### src/rtl/mbs_pkg.sv
package mbs_pkg;
  typedef enum logic [1:0] {
    ST_IDLE   = 2'd0,
    ST_RDWAIT = 2'd1,
    ST_DONE   = 2'd2
  } acc_state_t;
endpackage

### src/rtl/mbs_sync.sv
module mbs_sync #(
  parameter int          W       = 1,
  parameter int          STAGES  = 2,
  parameter logic [W-1:0] RST_VAL = '0
) (
  input  logic         clk,
  input  logic         rst,
  input  logic [W-1:0] d_i,
  output logic [W-1:0] q_o
);
  logic [W-1:0] stg [STAGES];

  genvar g;
  generate
    for (g = 0; g < STAGES; g++) begin : g_stage
      if (g == 0) begin : g_first
        always_ff @(posedge clk) begin
          if (rst) stg[0] <= RST_VAL;
          else     stg[0] <= d_i;
        end
      end else begin : g_next
        always_ff @(posedge clk) begin
          if (rst) stg[g] <= RST_VAL;
          else     stg[g] <= stg[g-1];
        end
      end
    end
  endgenerate

  assign q_o = stg[STAGES-1];
endmodule

### src/rtl/mbs_addr_sel.sv
module mbs_addr_sel #(
  parameter int ADDR_W = 6
) (
  input  logic              clk,
  input  logic              rst,
  input  logic              mux_mode_i,
  input  logic              as_s_i,
  input  logic [ADDR_W-1:0] ad_lo_i,
  input  logic [ADDR_W-1:0] addr_pins_i,
  output logic [ADDR_W-1:0] addr_o
);
  logic [ADDR_W-1:0] mux_addr_q;

  // follow the shared lines while the strobe is low; hold the last value
  always_ff @(posedge clk) begin
    if (rst)          mux_addr_q <= '0;
    else if (!as_s_i) mux_addr_q <= ad_lo_i;
  end

  assign addr_o = mux_mode_i ? mux_addr_q : addr_pins_i;
endmodule

### src/rtl/mbs_ctrl.sv
module mbs_ctrl
  import mbs_pkg::*;
#(
  parameter int DATA_W        = 16,
  parameter int ADDR_W        = 6,
  parameter int CFG_MUX_BIT   = 0,
  parameter int CFG_STYLE_BIT = 1
) (
  input  logic              clk,
  input  logic              rst,
  input  logic              ds_fall_i,
  input  logic              ds_s_i,
  input  logic              ce_s_i,
  input  logic              rw_s_i,
  input  logic              master_i,
  input  logic [ADDR_W-1:0] addr_i,
  input  logic [DATA_W-1:0] ad_i,
  input  logic [DATA_W-1:0] reg_rdata_i,
  input  logic              reg_rdy_i,
  output logic              reg_wr_o,
  output logic              reg_rd_o,
  output logic [ADDR_W-1:0] reg_addr_o,
  output logic [DATA_W-1:0] reg_wdata_o,
  output logic [DATA_W-1:0] ad_o,
  output logic              ad_oe_o,
  output logic              hs_n_o,
  output logic              cfg_done_o,
  output logic              cfg_mux_o,
  output logic              cfg_wait_o
);
  acc_state_t st_q, st_nxt;
  logic       is_rd_q;
  logic       sel;
  logic       start;
  logic       rd_cur;

  assign sel    = !ce_s_i && !master_i;
  assign start  = (st_q == ST_IDLE) && ds_fall_i && sel;
  assign rd_cur = (st_q == ST_IDLE) ? rw_s_i : is_rd_q;

  always_comb begin
    st_nxt = st_q;
    unique case (st_q)
      ST_IDLE:   if (start) st_nxt = rw_s_i ? ST_RDWAIT : ST_DONE;
      ST_RDWAIT: begin
        if (ds_s_i)         st_nxt = ST_IDLE;
        else if (reg_rdy_i) st_nxt = ST_DONE;
      end
      ST_DONE:   if (ds_s_i) st_nxt = ST_IDLE;
      default:   st_nxt = ST_IDLE;
    endcase
  end

  always_ff @(posedge clk) begin
    if (rst) begin
      st_q        <= ST_IDLE;
      is_rd_q     <= 1'b0;
      reg_wr_o    <= 1'b0;
      reg_rd_o    <= 1'b0;
      reg_addr_o  <= '0;
      reg_wdata_o <= '0;
      ad_o        <= '0;
      ad_oe_o     <= 1'b0;
      hs_n_o      <= 1'b1;
      cfg_done_o  <= 1'b0;
      cfg_mux_o   <= 1'b1;
      cfg_wait_o  <= 1'b0;
    end else begin
      st_q     <= st_nxt;
      reg_wr_o <= 1'b0;
      reg_rd_o <= 1'b0;
      if (start) begin
        is_rd_q <= rw_s_i;
        if (rw_s_i) begin
          reg_rd_o   <= 1'b1;
          reg_addr_o <= addr_i;
        end else if (!cfg_done_o) begin
          cfg_done_o <= 1'b1;
          cfg_mux_o  <= ad_i[CFG_MUX_BIT];
          cfg_wait_o <= addr_i[CFG_STYLE_BIT];
        end else begin
          reg_wr_o    <= 1'b1;
          reg_addr_o  <= addr_i;
          reg_wdata_o <= ad_i;
        end
      end
      if (st_q == ST_RDWAIT && !ds_s_i && reg_rdy_i) ad_o <= reg_rdata_i;
      ad_oe_o <= (st_nxt == ST_DONE) && rd_cur && sel;
      if (master_i)        hs_n_o <= 1'b1;
      else if (cfg_wait_o) hs_n_o <= (st_nxt != ST_RDWAIT);
      else                 hs_n_o <= (st_nxt != ST_DONE);
    end
  end
endmodule

### src/rtl/mbus_slave_if.sv
module mbus_slave_if #(
  parameter int DATA_W      = 16,
  parameter int ADDR_W      = 6,
  parameter int SYNC_STAGES = 2
) (
  input  logic              clk,
  input  logic              rst,
  input  logic              bus_master_i,
  input  logic              ce_n_i,
  input  logic              ds_n_i,
  input  logic              rw_i,
  input  logic              as_n_i,
  input  logic [DATA_W-1:0] ad_i,
  input  logic [ADDR_W-1:0] addr_i,
  output logic [DATA_W-1:0] ad_o,
  output logic              ad_oe_o,
  output logic              hs_n_o,
  output logic              reg_wr_o,
  output logic              reg_rd_o,
  output logic [ADDR_W-1:0] reg_addr_o,
  output logic [DATA_W-1:0] reg_wdata_o,
  input  logic [DATA_W-1:0] reg_rdata_i,
  input  logic              reg_rdy_i,
  output logic              cfg_mux_o,
  output logic              cfg_wait_o
);
  localparam int NSIG = 4;

  logic [NSIG-1:0]   raw, synced;
  logic              ce_s, ds_s, rw_s, as_s;
  logic              ds_prev_q;
  logic              ds_fall;
  logic [ADDR_W-1:0] acc_addr;
  logic              cfg_done;

  assign raw = {ce_n_i, ds_n_i, rw_i, as_n_i};

  mbs_sync #(.W(NSIG), .STAGES(SYNC_STAGES), .RST_VAL({NSIG{1'b1}})) u_sync (
    .clk (clk),
    .rst (rst),
    .d_i (raw),
    .q_o (synced)
  );

  assign {ce_s, ds_s, rw_s, as_s} = synced;

  always_ff @(posedge clk) begin
    if (rst) ds_prev_q <= 1'b1;
    else     ds_prev_q <= ds_s;
  end
  assign ds_fall = ds_prev_q && !ds_s;

  mbs_addr_sel #(.ADDR_W(ADDR_W)) u_addr (
    .clk         (clk),
    .rst         (rst),
    .mux_mode_i  (cfg_mux_o),
    .as_s_i      (as_s),
    .ad_lo_i     (ad_i[ADDR_W-1:0]),
    .addr_pins_i (addr_i),
    .addr_o      (acc_addr)
  );

  mbs_ctrl #(.DATA_W(DATA_W), .ADDR_W(ADDR_W)) u_ctrl (
    .clk         (clk),
    .rst         (rst),
    .ds_fall_i   (ds_fall),
    .ds_s_i      (ds_s),
    .ce_s_i      (ce_s),
    .rw_s_i      (rw_s),
    .master_i    (bus_master_i),
    .addr_i      (acc_addr),
    .ad_i        (ad_i),
    .reg_rdata_i (reg_rdata_i),
    .reg_rdy_i   (reg_rdy_i),
    .reg_wr_o    (reg_wr_o),
    .reg_rd_o    (reg_rd_o),
    .reg_addr_o  (reg_addr_o),
    .reg_wdata_o (reg_wdata_o),
    .ad_o        (ad_o),
    .ad_oe_o     (ad_oe_o),
    .hs_n_o      (hs_n_o),
    .cfg_done_o  (cfg_done),
    .cfg_mux_o   (cfg_mux_o),
    .cfg_wait_o  (cfg_wait_o)
  );
endmodule

### config.mk
export PLATFORM = sky130hd
export DESIGN_NAME = mbus_slave_if
export DESIGN_NICKNAME = d
export VERILOG_FILES = /design/src/rtl/mbs_pkg.sv /design/src/rtl/mbs_sync.sv /design/src/rtl/mbs_addr_sel.sv /design/src/rtl/mbs_ctrl.sv /design/src/rtl/mbus_slave_if.sv
export SDC_FILE = /design/constraint.sdc
export NUM_CORES = 1
export LEC_CHECK = 0
export ABC_AREA = 1
export BUFFER_PORTS_ARGS = -buffer_cell sky130_fd_sc_hd__buf_2
export CORE_ASPECT_RATIO = 1.25
export CORE_MARGIN = 3
export CORE_UTILIZATION = 48
export DETAILED_ROUTE_END_ITERATION = 6
export HOLD_SLACK_MARGIN = 0.1
export PLACE_DENSITY = 0.78
export REMOVE_ABC_BUFFERS = 1
export SYNTH_ARGS = -nofsm -noshare
export SYNTH_HDL_FRONTEND = slang
export SYNTH_HIERARCHICAL = 1
export SYNTH_SLANG_ARGS = --single-unit
### constraint.sdc
create_clock -name clk -period 1.6 [get_ports clk]
set_input_delay 0.32 -clock clk [delete_from_list [all_inputs] [get_ports clk]]
set_output_delay 0.32 -clock clk [all_outputs]
set_load 0.005 [all_outputs]
==> reports/metrics.cfg <==
[place]
place_congestion = 0.766
dp_hpwl_um = 3770
placed_area_um2 = 2860
dpl_worst_slack_ps = 155
port_buffers = 89
dp_cells = 450

[worst_setup_path]
cpLargestDelayFamily = simple AND/OR/NAND/NOR gates
worst_ep_arrival_time_ps = 1700
cp.buffers_inverters = 2
critPathKind = reg -> reg
required_ps = 1860
worstPathCellList = inv_2, nor2_2, nand3_2, clkinv_2, nor2_1, nor2_1
crit_top_cell = nor2_1
regToRegSetupSlack_ps = 160
cp_num_cells = 6
r2r_start = u_ctrl/st_q[0]
crit_start = u_ctrl/st_q[0]
cp_slowest_cell = dfxtp_1
crit_end = u_ctrl/ad_o[6]
path_max_fanout = 18
endpoint_kind = flop
cp_slowest_stage_delay_ps = 410
ff2ff_path_depth = 6
crit_path_start_kind = flop
rr_endpoint = u_ctrl/ad_o[6]

[die]
start_util = 0.500
core-area_um2 = 4760
chipWidth_um = 69.0
die_h_um = 84.8
core.rowCount = 28
ios = 90
dieArea_um2 = 5850

[routing]
drtIter0Drc = 65
wl_per_cell_um = 10.9
ant_nets = 0
drt_wl_total_um = 5080
drc = 0
vias_per_cell = 4.70
drt_first_pass_iters = 4
vias = 2189

[timing]
fin_crit_ps = 1440
max-slew-margin-rel = 0.754
worst_pin_slew_ps = 368
setup_viol_count_final = 0
hold-worst-slack_ps = 163
max_freq_mhz = 697
hold_viol = 0
setup_tns_ps = 0
drv_slew = 0
finalCritPeriodShare = 0.897
setup_slack_ps = 165
grt_setup_unrepaired = no
fin_skew_ps = 6.12

[logic_synthesis]
ys_seq_area_frac = 0.529
synth.top_cell.area_share = 0.529
avgSynthCellArea_um2 = 7.71
yosysWarnings = 6
synth-edff-count = 0
synth_top_area_cell = dfxtp_1
async_reset_ff_frac = 0
synth_area_leaders = dfxtp_1, nor2_1, o21ai_0
synth_area_um2 = 2380
yosys.cell_count.top_type = nor2_1
synthTopCellsByCount = nor2_1, dfxtp_1, nand2_1
synth-seq-cells = 63
yosys.cell_types.count = 22
synth_ff_type = dfxtp_1
synthCells = 309

[run]
maxCapViolations = 0

[power_and_ir_drop]
p_seq_frac = 0.510
switching_share = 0.203
leakage_nw = 1.55
clkPwrFrac = 0.444
p_comb_frac = 0.047
powerDensity_nw_per_um2 = 1020
p_sw_mw = 0.635
power.internal_mw = 2.50
finalPower_mw = 3.13
ir_drop_mv = 0.648

[clock_network]
cts.sinks = 63
tritoncts = done
cts_max_path_buffers = 2
clock_latency_ps = 330
cts_made_buffers = 9
htree_levels = 3
clockRootBuffer = clkbuf_8
path_clk_slew_ps = 60

[final_layout]
final_area_um2 = 3070
fin_util = 0.643
final_cells = 466
fillers = 434
drive_gt1_frac = 0.313
area_growth_syn_to_layout_pct = 28.7
diodes = 0
nets = 447

[status]
status = finished, final reports clean

[grt]
antenna_found_initial = 0
grt.overflow.total = 0
grt_pass1_vias = 1906
grt_pass1_wl_um = 8460
grt_usage = 0.182
grt_max_degree = 25

[worst_hold_path]
holdCritPathClass = in -> reg

[what timing repair did]
item / 4_1_cts / 5_1_grt
setup buffers: 0 / 0
hold buffers: 0 / 0
endpoints found under the setup margin: 0 / 1
resized for setup: 0 / 1
[area by class of cell]
cell class                      instances  area (µm²)  area share
Clock buffer                           13         169      0.0551
Clock inverter                          3        40.0      0.0131
Inverter                               31         118      0.0384
Multi-Input combinational cell        202         918       0.300
Sequential cell                        63        1260       0.412
Tap cell                               60        75.1      0.0245
Timing Repair Buffer                   94         483       0.158
[layout by cell type, fill, tap and decap left out]
cell	instances
nand3_4	1
nand3_2	1
o21ai_1	15
nand3_1	4
bufinv_16	1
dfxtp_1	62
a21oi_2	4
clkinv_2	3
nor2_1	86
o21ai_0	25
clkbuf_1	1
nor2_2	6
inv_2	2
nand4_1	1
buf_2	89
nor2_4	2
clkbuf_8	12
inv_1	28
buf_4	5
dfxtp_2	1
nand2_1	33
o211ai_1	1
nor3_1	19
a21oi_1	4
[power groups by stage]
stage          clock network, mW  logic [mW]  registers (mW)
3_5_place_dp                   0       0.147            1.63
6_report                    1.39       0.146            1.60
4_1_cts                     1.43       0.148            1.60
3_3_place_gp                   0       0.144            1.63
5_1_grt                     1.51       0.167            1.60
2_1_floorplan                  0      0.0652            1.63
[worst min-delay path, delay by kind of cell]
| family | cells | cell delay [ps] |
|---|---|---|
| buf+inv | 2 | 100 |
| simple gates | 1 | 40 |
[worst min-delay path by stage]
stage / depth (start not counted) / startpoint / slack (ps) / endpoint
finish: 3 / as_n_i / 160 / u_sync/stg[0][0]
global route: 3 / as_n_i / 150 / u_sync/stg[0][0]
CTS: 3 / ds_n_i / 150 / u_sync/stg[0][2]
detailed placement: 2 / u_sync/stg[0][2] / 390 / u_sync/stg[1][2]
global placement: 2 / u_sync/stg[0][2] / 380 / u_sync/stg[1][2]
floorplan: 2 / u_sync/stg[0][2] / 380 / u_sync/stg[1][2]
[sequential cells by signal, indices dropped and copies added (netlist names), 2 cells and up]
signal	cells
u_ctrl/reg_wdata_o	16
u_ctrl/ad_o	16
u_sync/stg	8
u_addr/mux_addr_q	6
u_ctrl/reg_addr_o	6
u_ctrl/st_q	2
[per-layer routing]
metal,GRT usage,wire [µm]
met1,0.207,2170
met4,0.0817,47
met2,0.292,2390
met3,0.0826,471
met5,0,0
[cells by family after synthesis]
group           Yosys count  share of synthesized area
compound gates           49                      0.110
buf+inv                  44                     0.0851
simple gates            153                      0.275
flops                    63                      0.529
No activity file was read; power rests on OpenSTA's default activity.
